[src/rtl/twi_cfg_pkg.sv]
package twi_cfg_pkg;

    typedef enum logic [2:0] {
        PS_IDLE,
        PS_ADDR,
        PS_REG,
        PS_WDAT,
        PS_SACK,
        PS_RDAT,
        PS_MACK,
        PS_WAIT
    } proto_st_e;

    typedef struct packed {
        proto_st_e   st;
        proto_st_e   nxt;
        logic [3:0]  bits;
        logic [7:0]  sh;
        logic [7:0]  ptr;
        logic        macked;
        logic        oe;
    } proto_s;

    // power-on contents of the backed registers
    function automatic logic [7:0] reg_default(input logic [7:0] a);
        case (a)
            8'h16:   return 8'h88;
            8'h17:   return 8'h5F;
            8'h41:   return 8'hBF;
            8'h43:   return 8'hA0;
            default: return 8'h00;
        endcase
    endfunction

endpackage

[src/rtl/twi_pin_sync.sv]
module twi_pin_sync #(
    parameter int STAGES = 2
) (
    input  logic clk,
    input  logic rst_n,
    input  logic scl_i,
    input  logic sda_i,
    output logic sda_s,
    output logic scl_rise,
    output logic scl_fall,
    output logic start_det,
    output logic stop_det
);
    logic [STAGES-1:0] scl_sh_d, scl_sh_q;
    logic [STAGES-1:0] sda_sh_d, sda_sh_q;
    logic              scl_last_d, scl_last_q;
    logic              sda_last_d, sda_last_q;
    logic              scl_s;

    assign scl_s = scl_sh_q[STAGES-1];
    assign sda_s = sda_sh_q[STAGES-1];

    always_comb begin
        scl_sh_d   = {scl_sh_q[STAGES-2:0], scl_i};
        sda_sh_d   = {sda_sh_q[STAGES-2:0], sda_i};
        scl_last_d = scl_s;
        sda_last_d = sda_s;
        scl_rise   = scl_s & ~scl_last_q;
        scl_fall   = ~scl_s & scl_last_q;
        start_det  = scl_s & scl_last_q & sda_last_q & ~sda_s;
        stop_det   = scl_s & scl_last_q & ~sda_last_q & sda_s;
    end

    always_ff @(posedge clk or negedge rst_n) begin
        if (!rst_n) begin
            scl_sh_q   <= '1;
            sda_sh_q   <= '1;
            scl_last_q <= 1'b1;
            sda_last_q <= 1'b1;
        end else begin
            scl_sh_q   <= scl_sh_d;
            sda_sh_q   <= sda_sh_d;
            scl_last_q <= scl_last_d;
            sda_last_q <= sda_last_d;
        end
    end
endmodule

[src/rtl/twi_reg_window.sv]
module twi_reg_window
    import twi_cfg_pkg::*;
#(
    parameter int BASE = 10,
    parameter int LEN  = 14
) (
    input  logic             clk,
    input  logic             rst_n,
    input  logic             wr_en,
    input  logic [7:0]       addr,
    input  logic [7:0]       wdata,
    output logic             hit,
    output logic [7:0]       rdata,
    output logic [LEN*8-1:0] image
);
    logic [7:0] regs_d [LEN];
    logic [7:0] regs_q [LEN];

    always_comb begin
        hit   = 1'b0;
        rdata = 8'h00;
        for (int i = 0; i < LEN; i++) begin
            regs_d[i] = regs_q[i];
            if (addr == 8'(BASE + i)) begin
                hit   = 1'b1;
                rdata = regs_q[i];
                if (wr_en) regs_d[i] = wdata;
            end
        end
    end

    always_ff @(posedge clk or negedge rst_n) begin
        if (!rst_n) begin
            for (int i = 0; i < LEN; i++) regs_q[i] <= reg_default(8'(BASE + i));
        end else begin
            for (int i = 0; i < LEN; i++) regs_q[i] <= regs_d[i];
        end
    end

    generate
        for (genvar g = 0; g < LEN; g++) begin : g_img
            assign image[g*8 +: 8] = regs_q[g];
        end
    endgenerate
endmodule

[src/rtl/twi_protocol.sv]
module twi_protocol
    import twi_cfg_pkg::*;
#(
    parameter logic [6:0] DEV_ADDR = 7'h47
) (
    input  logic       clk,
    input  logic       rst_n,
    input  logic       sda_s,
    input  logic       scl_rise,
    input  logic       scl_fall,
    input  logic       start_det,
    input  logic       stop_det,
    input  logic [7:0] rd_data,
    output logic [7:0] reg_addr,
    output logic       wr_en,
    output logic [7:0] wr_data,
    output logic       sda_oe
);
    localparam logic [3:0] BYTE_BITS = 4'd8;

    proto_s c_q, n_d;

    always_comb begin
        n_d   = c_q;
        wr_en = 1'b0;
        if (start_det) begin
            n_d.st   = PS_ADDR;
            n_d.bits = '0;
            n_d.oe   = 1'b0;
        end else if (stop_det) begin
            n_d.st = PS_IDLE;
            n_d.oe = 1'b0;
        end else begin
            case (c_q.st)
                PS_ADDR, PS_REG, PS_WDAT: begin
                    if (scl_rise && c_q.bits != BYTE_BITS) begin
                        n_d.sh   = {c_q.sh[6:0], sda_s};
                        n_d.bits = c_q.bits + 4'd1;
                    end else if (scl_fall && c_q.bits == BYTE_BITS) begin
                        n_d.bits = '0;
                        n_d.st   = PS_SACK;
                        n_d.oe   = 1'b1;
                        if (c_q.st == PS_ADDR) begin
                            if (c_q.sh[7:1] == DEV_ADDR) begin
                                n_d.nxt = c_q.sh[0] ? PS_RDAT : PS_REG;
                            end else begin
                                n_d.st = PS_WAIT;
                                n_d.oe = 1'b0;
                            end
                        end else if (c_q.st == PS_REG) begin
                            n_d.ptr = c_q.sh;
                            n_d.nxt = PS_WDAT;
                        end else begin
                            wr_en   = 1'b1;
                            n_d.ptr = c_q.ptr + 8'd1;
                            n_d.nxt = PS_WDAT;
                        end
                    end
                end
                PS_SACK: begin
                    if (scl_fall) begin
                        n_d.bits = '0;
                        if (c_q.nxt == PS_RDAT) begin
                            n_d.sh  = rd_data;
                            n_d.ptr = c_q.ptr + 8'd1;
                            n_d.oe  = ~rd_data[7];
                            n_d.st  = PS_RDAT;
                        end else begin
                            n_d.oe = 1'b0;
                            n_d.st = c_q.nxt;
                        end
                    end
                end
                PS_RDAT: begin
                    if (scl_fall) begin
                        n_d.bits = c_q.bits + 4'd1;
                        n_d.sh   = {c_q.sh[6:0], 1'b1};
                        if (c_q.bits == BYTE_BITS - 4'd1) begin
                            n_d.oe = 1'b0;
                            n_d.st = PS_MACK;
                        end else begin
                            n_d.oe = ~c_q.sh[6];
                        end
                    end
                end
                PS_MACK: begin
                    if (scl_rise) n_d.macked = ~sda_s;
                    if (scl_fall) begin
                        n_d.bits = '0;
                        if (c_q.macked) begin
                            n_d.sh  = rd_data;
                            n_d.ptr = c_q.ptr + 8'd1;
                            n_d.oe  = ~rd_data[7];
                            n_d.st  = PS_RDAT;
                        end else begin
                            n_d.oe = 1'b0;
                            n_d.st = PS_WAIT;
                        end
                    end
                end
                default: ;
            endcase
        end
    end

    always_ff @(posedge clk or negedge rst_n) begin
        if (!rst_n) begin
            c_q <= '{st: PS_IDLE, nxt: PS_IDLE, bits: 4'd0, sh: 8'h00,
                     ptr: 8'h00, macked: 1'b0, oe: 1'b0};
        end else begin
            c_q <= n_d;
        end
    end

    assign reg_addr = c_q.ptr;
    assign wr_data  = c_q.sh;
    assign sda_oe   = c_q.oe;
endmodule

[src/rtl/twi_cfg_target.sv]
module twi_cfg_target #(
    parameter logic [6:0] DEV_ADDR    = 7'h47,
    parameter int         SYNC_STAGES = 2,
    parameter int         A_BASE      = 10,
    parameter int         A_LEN       = 14,
    parameter int         B_BASE      = 64,
    parameter int         B_LEN       = 24
) (
    input  logic               clk,
    input  logic               rst_n,
    input  logic               scl_i,
    input  logic               sda_i,
    output logic               sda_oe_o,
    output logic [A_LEN*8-1:0] win_a_o,
    output logic [B_LEN*8-1:0] win_b_o
);
    logic       sda_s, scl_rise, scl_fall, start_det, stop_det;
    logic [7:0] reg_addr, wr_data, rd_data, a_rd, b_rd;
    logic       wr_en, a_hit, b_hit;

    twi_pin_sync #(.STAGES(SYNC_STAGES)) u_sync (
        .clk       (clk),
        .rst_n     (rst_n),
        .scl_i     (scl_i),
        .sda_i     (sda_i),
        .sda_s     (sda_s),
        .scl_rise  (scl_rise),
        .scl_fall  (scl_fall),
        .start_det (start_det),
        .stop_det  (stop_det)
    );

    twi_protocol #(.DEV_ADDR(DEV_ADDR)) u_proto (
        .clk       (clk),
        .rst_n     (rst_n),
        .sda_s     (sda_s),
        .scl_rise  (scl_rise),
        .scl_fall  (scl_fall),
        .start_det (start_det),
        .stop_det  (stop_det),
        .rd_data   (rd_data),
        .reg_addr  (reg_addr),
        .wr_en     (wr_en),
        .wr_data   (wr_data),
        .sda_oe    (sda_oe_o)
    );

    twi_reg_window #(.BASE(A_BASE), .LEN(A_LEN)) u_win_a (
        .clk   (clk),
        .rst_n (rst_n),
        .wr_en (wr_en),
        .addr  (reg_addr),
        .wdata (wr_data),
        .hit   (a_hit),
        .rdata (a_rd),
        .image (win_a_o)
    );

    twi_reg_window #(.BASE(B_BASE), .LEN(B_LEN)) u_win_b (
        .clk   (clk),
        .rst_n (rst_n),
        .wr_en (wr_en),
        .addr  (reg_addr),
        .wdata (wr_data),
        .hit   (b_hit),
        .rdata (b_rd),
        .image (win_b_o)
    );

    // unbacked addresses read as zero
    assign rd_data = a_hit ? a_rd : (b_hit ? b_rd : 8'h00);
endmodule

[config.mk]
export PLATFORM = sky130hd
export DESIGN_NAME = twi_cfg_target
export DESIGN_NICKNAME = d
export VERILOG_FILES = /design/src/rtl/twi_cfg_pkg.sv /design/src/rtl/twi_pin_sync.sv /design/src/rtl/twi_reg_window.sv /design/src/rtl/twi_protocol.sv /design/src/rtl/twi_cfg_target.sv
export SDC_FILE = /design/constraint.sdc
export NUM_CORES = 1
export LEC_CHECK = 0
export CORE_MARGIN = 4
export CORE_UTILIZATION = 50
export DETAILED_ROUTE_END_ITERATION = 7
export PLACE_DENSITY = 0.76
export SLEW_MARGIN = 20
export SYNTH_ARGS = -nofsm -noshare
export SYNTH_HDL_FRONTEND = slang
export SYNTH_SLANG_ARGS = --single-unit
[constraint.sdc]
create_clock -name clk -period 5.9 [get_ports clk]
set_input_delay 0.59 -clock clk [delete_from_list [all_inputs] [get_ports clk]]
set_output_delay 0.59 -clock clk [all_outputs]
set_load 0.05 [all_outputs]
==> results of run 1 <==
==> through the flow <==
stage / utilization, % / cells / area, sq um / total power, W / hold WS [ps]
2_1_floorplan: - / 1563 / 17400 / 0.00245 / 294
5_1_grt: 64.5 / 2283 / 21800 / 0.00486 / 204
3_5_place_dp: 61.1 / 2223 / 20700 / 0.00257 / 357
4_1_cts: 64.5 / 2283 / 21800 / 0.00474 / 177
6_report: 64.5 / 2283 / 21800 / 0.00474 / 132
3_3_place_gp: 61.1 / 2223 / 20700 / 0.00257 / 355
==> power by group <==
part / leakage, nW / switching [W] / total [W] / internal, W
clock: 0.558 / 0.000947 / 0.00220 / 0.00126
combinational: 4.14 / 0.000134 / 0.000162 / 0.0000282
sequential: 4.64 / 0.0000414 / 0.00237 / 0.00233
==> flip-flops by register name, summed over array words and instances (netlist names) <==
register / flops
u_proto.c_q: 11
u_proto.reg_addr: 8
u_proto.sda_oe: 1
u_proto.wr_data: 8
u_sync.scl_last_q: 1
u_sync.scl_sh_q: 2
u_sync.sda_last_q: 1
u_sync.sda_sh_q: 2
u_win_a.image: 112
u_win_b.image: 192
==> cells by family (layout without fill, tap and decap cells) <==
logic type	Yosys count	in the layout	synth area share, %
xor gates and xnor gates	1	1	0.0505
DFF	338	338	48.9
muxes	307	307	19.9
adders and majority gates	6	6	0.433
buffers and inverters	136	408	3.36
and+or+nand+nor	383	383	12.1
AOI/OAI and AO/OA	392	392	15.2
==> critical path, cell delays in order (launching register included) <==
cell and delay (ps):
dfrtp_1 430, inv_1 110, ha_2 720, buf_4 480, nor3b_2 770, a221oi_1 250, o21ai_0 450, nand3_1 130
a21oi_1 180, o21ai_0 250, a211oi_2 250
==> synthesized netlist by cell type, types with 6 or more instances <==
cell type and instances:
dfrtp_1 315, mux2_2 306, nand2_1 94, o21ai_0 85, a21oi_1 84, nor2_1 82
clkbuf_1 74, buf_2 31, nor2_2 31, o22ai_1 31, nand3_1 30, nor3_1 28
a221oi_1 23, dfstp_2 23, o211ai_1 19, a22oi_1 18, a31oi_1 15, a211oi_1 14
nand3b_1 14, nand2b_1 13, o221ai_1 13, nor2b_1 12, inv_1 11, buf_1 10
o2111ai_1 10, nand4_1 9, and3_1 8, a221o_1 7, o21a_1 7, and2_1 6
and3b_1 6, ha_1 6, or2_2 6
==> layout by cell type, fill, tap and decap left out, types with 28 or more instances in the layout <==
cell type | Yosys | final
clkdlybuf4s50_1 | 0 | 307
nor2_2 | 31 | 31
o22ai_1 | 31 | 31
a21oi_1 | 84 | 84
mux2_2 | 306 | 306
nand2_1 | 94 | 94
clkbuf_16 | 0 | 37
nor3_1 | 28 | 28
nand3_1 | 30 | 30
dfrtp_1 | 315 | 313
nor2_1 | 82 | 82
o21ai_0 | 85 | 85
==> path summary, 6_finish.rpt <==
kind | end
worst max-delay path | u_proto.wr_data[1]$_DFFE_PN0P_
worst min-delay path | u_win_b.image[53]$_DFFE_PN0P_
worst max register to register | u_proto.wr_data[1]$_DFFE_PN0P_
worst min register to register | u_sync.scl_sh_q[1]$_DFF_PN1_
max in group asynchronous | u_win_b.image[178]$_DFFE_PN0P_
min in group clk | u_sync.scl_sh_q[1]$_DFF_PN1_
==> layer usage <==
| layer | vias to the layer above | global-route usage, % |
|---|---|---|
| met2 | 1136 | 54.9 |
| met5 | - | 0 |
| met1 | 7768 | 49.0 |
| met3 | 253 | 7.89 |
| li1 | 6346 | - |
| met4 | 0 | 13.9 |
==> cell type report <==
cell class | instances | area [sq um]
Sequential cell | 338 | 8490
Clock buffer | 50 | 1060
Timing Repair Buffer | 334 | 3300
Inverter | 14 | 52.6
Clock inverter | 10 | 62.6
Tap cell | 448 | 561
Fill cell | 2699 | 12000
Multi-Input combinational cell | 1089 | 8310
==> metrics.md, run 1 <==
| Metric | Value |
|---|---|
| Crit Path Class | `reg2reg` |
| DRC viols | `0` |
| Period minus WS final | `4130 ps` |
| Drt wl/cell | `30.5 um` |
| Syn Std Cell Area | `17400 sq um` |
| DRT Pass-1 Iters | `6` |
| WL met3 | `7400 um` |
| Antenna violations before repair | `0` |
| Die H | `194 um` |
| CTS H-tree depth | `2` |
| Met2 Wirelength | `31200 um` |
| RSZ-0062 raised after global routing | `false` |
| Final setup margin | `1770 ps` |
| Synth Register Bits | `338` |
| DRT iter0 DRCs | `2155` |
| Width of the die | `194 um` |
| Largest net degree at the start of global routing | `161` |
| Crit path launch | `u_proto.reg_addr[1]$_DFFE_PN0P_` |
| Cts hold-fix bufs | `0` |
| Area growth from synthesis to layout | `25.8%` |
| Min-Delay Path Class | `in2async` |
| Reg2reg setup slack | `1770 ps` |
| Worst-path clk slew | `70 ps` |
| Layout cells sized above 1 | `26.4%` |
| Crit-path max FO | `39` |
| I/O Buffers | `308` |
| Post-route ant nets | `0` |
| CP arrival | `4570 ps` |
| Highest metal used | `met4` |
| Main area contributors after synthesis | `dfrtp_1 (45%), mux2_2 (20%), dfstp_2 (3.5%)` |
| Beginning of the worst register-to-register path | `u_proto.reg_addr[1]$_DFFE_PN0P_` |
| Final cycle utilization of the critical path | `69.9%` |
| Setup TNS Final | `0 ps` |
| Yosys top cell area share | `45.4%` |
| CP required | `6350 ps` |
| Fin nets | `1823` |
| Max VDD drop | `0.000180 V` |
| CTS tree | `built` |
| Worst-Skew Late Latency | `540 ps` |
| Synth Area per Inst | `11.1 sq um` |
| Worst Tran Pin Value | `1140 ps` |
| Hold Vio Cnt, Final | `0` |
| Clock sinks | `338` |
| Die area | `37800 sq um` |
| Cts repair resizes | `0` |
| Outcome | `complete, no violations` |
| Endpoints failing setup | `0` |
| Post-synth EDFFs | `0` |
| Gr ovfl total | `0` |
| Power Density | `217 nW/um^2` |
| Setup Skew | `25.0 ps` |
| TritonCTS Buffers | `36` |
| Tot GR Track Use | `35.4%` |
| Via/cell ratio | `6.79` |
| Element type at the critical path start | `flop` |
| Detailed Route WL | `69600 um` |
| Via count | `15500` |
| Slew HR | `24.2%` |
| Site Rows | `67` |
| Place WS | `1920 ps` |
| Slew Viols, Final | `0` |
| FMAX | `242 MHz` |
| # IOs | `309` |
| Mapped Cells | `1563` |
| Routability congestion estimate | `0.995` |
| Post-DP HPWL | `47900 um` |
| CORE AREA | `33900 sq um` |
| Top FF cell, synth | `dfrtp_1` |
| Syn_nets | `1573` |
| Met1 wire length | `27500 um` |
| Vias in the first global route | `15400` |
| First-pass GRT wire length | `103000 um` |
| CTS Root Cell | `clkbuf_16` |
| Max clock buf depth | `3` |
| Post-CTS setup repair buffer count | `0` |
| Synth area leader | `dfrtp_1` |
| ANT cells | `0` |
| CP endpoint kind | `flop` |
| Max-Cap Viols | `0` |
| Synth cell types | `90` |
| Post-synthesis sequential area ratio | `48.9%` |
| Syn. warnings | `0` |
| Starting Density | `51.2%` |
| FFs w/ async S/R, synth | `100%` |
| Leakage | `9.33 nW` |
| Worst r2r path cells | `10` |
Note: power is estimated with default switching activity, not from simulation.
==> inputs of run 2 (changes only) <==
==> constraint.sdc (replaced) <==
create_clock -name clk -period 4.01 [get_ports clk]
set_input_delay 0.401 -clock clk [delete_from_list [all_inputs] [get_ports clk]]
set_output_delay 0.401 -clock clk [all_outputs]
set_load 0.05 [all_outputs]
==> metrics.md, run 2 (synthesis results as in run 1) <==
| Metric | Value |
|---|---|
| Area growth from synthesis to layout | `29.1%` |
| Tot GR Track Use | `36.9%` |
| Via count | `15800` |
| Setup Skew | `22.4 ps` |
| Clock sinks | `338` |
| Die area | `37800 sq um` |
| Die H | `194 um` |
| Worst Tran Pin Value | `1130 ps` |
| # IOs | `309` |
| Max-Cap Viols | `0` |
| Worst-Skew Late Latency | `540 ps` |
| Setup TNS Final | `0 ps` |
| Drt wl/cell | `30.8 um` |
| Vias in the first global route | `15600` |
| TritonCTS Buffers | `36` |
| Site Rows | `67` |
| Worst-path clk slew | `70 ps` |
| Commonest non-fill, non-tap cell in the layout | `dfrtp_1` |
| Most frequent cells in the layout | `dfrtp_1 (315), clkdlybuf4s50_1 (307), mux2_2 (306)` |
| CP arrival | `4180 ps` |
| CTS H-tree depth | `2` |
| RSZ-0062 raised after global routing | `false` |
| CP endpoint kind | `flop` |
| Starting Density | `51.2%` |
| Slew HR | `23.8%` |
| Via/cell ratio | `6.78` |
| Fin nets | `1868` |
| Post-route ant nets | `0` |
| Gr ovfl total | `0` |
| CP required | `4470 ps` |
| First-pass GRT wire length | `107000 um` |
| I/O Buffers | `308` |
| Outcome | `complete, no violations` |
| DRT Pass-1 Iters | `6` |
| CTS Root Cell | `clkbuf_16` |
| Reg2reg setup slack | `280 ps` |
| FMAX | `268 MHz` |
| Total power | `0.00748 W` |
| Min-Delay Path Class | `in2reg` |
| Period minus WS final | `3730 ps` |
| Final cycle utilization of the critical path | `92.9%` |
| ANT cells | `0` |
| Routability congestion estimate | `1.05` |
| Max VDD drop | `0.000269 V` |
| Antenna violations before repair | `0` |
| DRC viols | `0` |
| Crit-path max FO | `19` |
| CTS tree | `built` |
| Max clock buf depth | `3` |
| Hold Vio Cnt, Final | `0` |
| DRT iter0 DRCs | `2009` |
| Max FFs per register | `192` |
| Post-CTS setup repair buffer count | `0` |
| Endpoints failing setup | `0` |
| Crit Path Class | `reg2reg` |
| Width of the die | `194 um` |
| Post-DP HPWL | `51400 um` |
| Detailed Route WL | `71900 um` |
| Leakage | `9.67 nW` |
| Largest net degree at the start of global routing | `97` |
| Power Density | `334 nW/um^2` |
| Slew Viols, Final | `0` |
| CORE AREA | `33900 sq um` |
| Layout cells sized above 1 | `28.3%` |
| Element type at the critical path start | `flop` |
[run 2: cell types whose count changed in the layout (fill, tap and decap cells not counted), sizes merged]
cell / delta
clkinv: -2
buf: +44
clkinvlp: -1
dlygate4sd3: +1
bufinv: +6
clkbuf: +3
[run 2: layer usage]
metal	GRT usage [%]	up-vias	wire, um
met1	50.3	7965	28200
li1	-	6462	-
met3	7.64	253	7210
met4	15.3	0	3740
met5	0	-	0
met2	57.9	1146	32700
[run 2: area by class of cell]
class / count / area [sq um]
well taps: 448 / 561
inverters: 14 / 52.6
fillers: 2610 / 11500
clock inverters: 13 / 229
flip-flops and latches: 338 / 8490
multi-input cells: 1089 / 8310
repair buffers: 379 / 3660
clock buffers: 53 / 1110
[run 2: worst max-delay path, stage by stage, from the launching register on]
cell and delay (ps):
dfrtp_1 450, inv_1 140, ha_2 430, buf_4 320, nor4b_1 940, a221oi_1 190
o21ai_0 440, nand3_1 130, a21oi_1 150, o21ai_0 220, a211oi_2 240
[run 2: power breakdown]
part           switching [W]  total, W  internal (W)  leakage (nW)
Combinational       0.000224  0.000274     0.0000501          4.37
Sequential         0.0000403   0.00347       0.00343          4.64
Clock                0.00143   0.00374       0.00231         0.657
Total                0.00169   0.00748       0.00578          9.67
[run 2: what timing repair did]
action | in CTS | in global routing
resized for setup | 0 | 0
endpoints found under the hold margin | 70 | 0
hold buffers | 1 | 0
[run 2: final timing paths]
kind	start	endpoint	cells after the start
max in group asynchronous	rst_n	u_win_b.image[184]$_DFFE_PN0P_	3
max	u_proto.reg_addr[0]$_DFFE_PN0P_	u_proto.wr_data[1]$_DFFE_PN0P_	10
min in group asynchronous	rst_n	u_win_b.image[2]$_DFFE_PN0P_	2
min	scl_i	u_sync.scl_sh_q[0]$_DFF_PN1_	1
min reg2reg	u_sync.sda_sh_q[0]$_DFF_PN1_	u_sync.sda_sh_q[1]$_DFF_PN1_	0
max reg2reg	u_proto.reg_addr[0]$_DFFE_PN0P_	u_proto.wr_data[1]$_DFFE_PN0P_	10
[run 2: per-stage QoR]
stage	hold WS [ps]	utilization (%)	cells	cell area, sq um	worst slack, ps
CTS	275	66.1	2334	22400	480
floorplan	105	-	1563	17400	1510
detailed placement	349	62.2	2267	21100	504
finish	283	66.2	2334	22400	284
global placement	349	62.2	2267	21100	533
global route	283	66.2	2334	22400	241
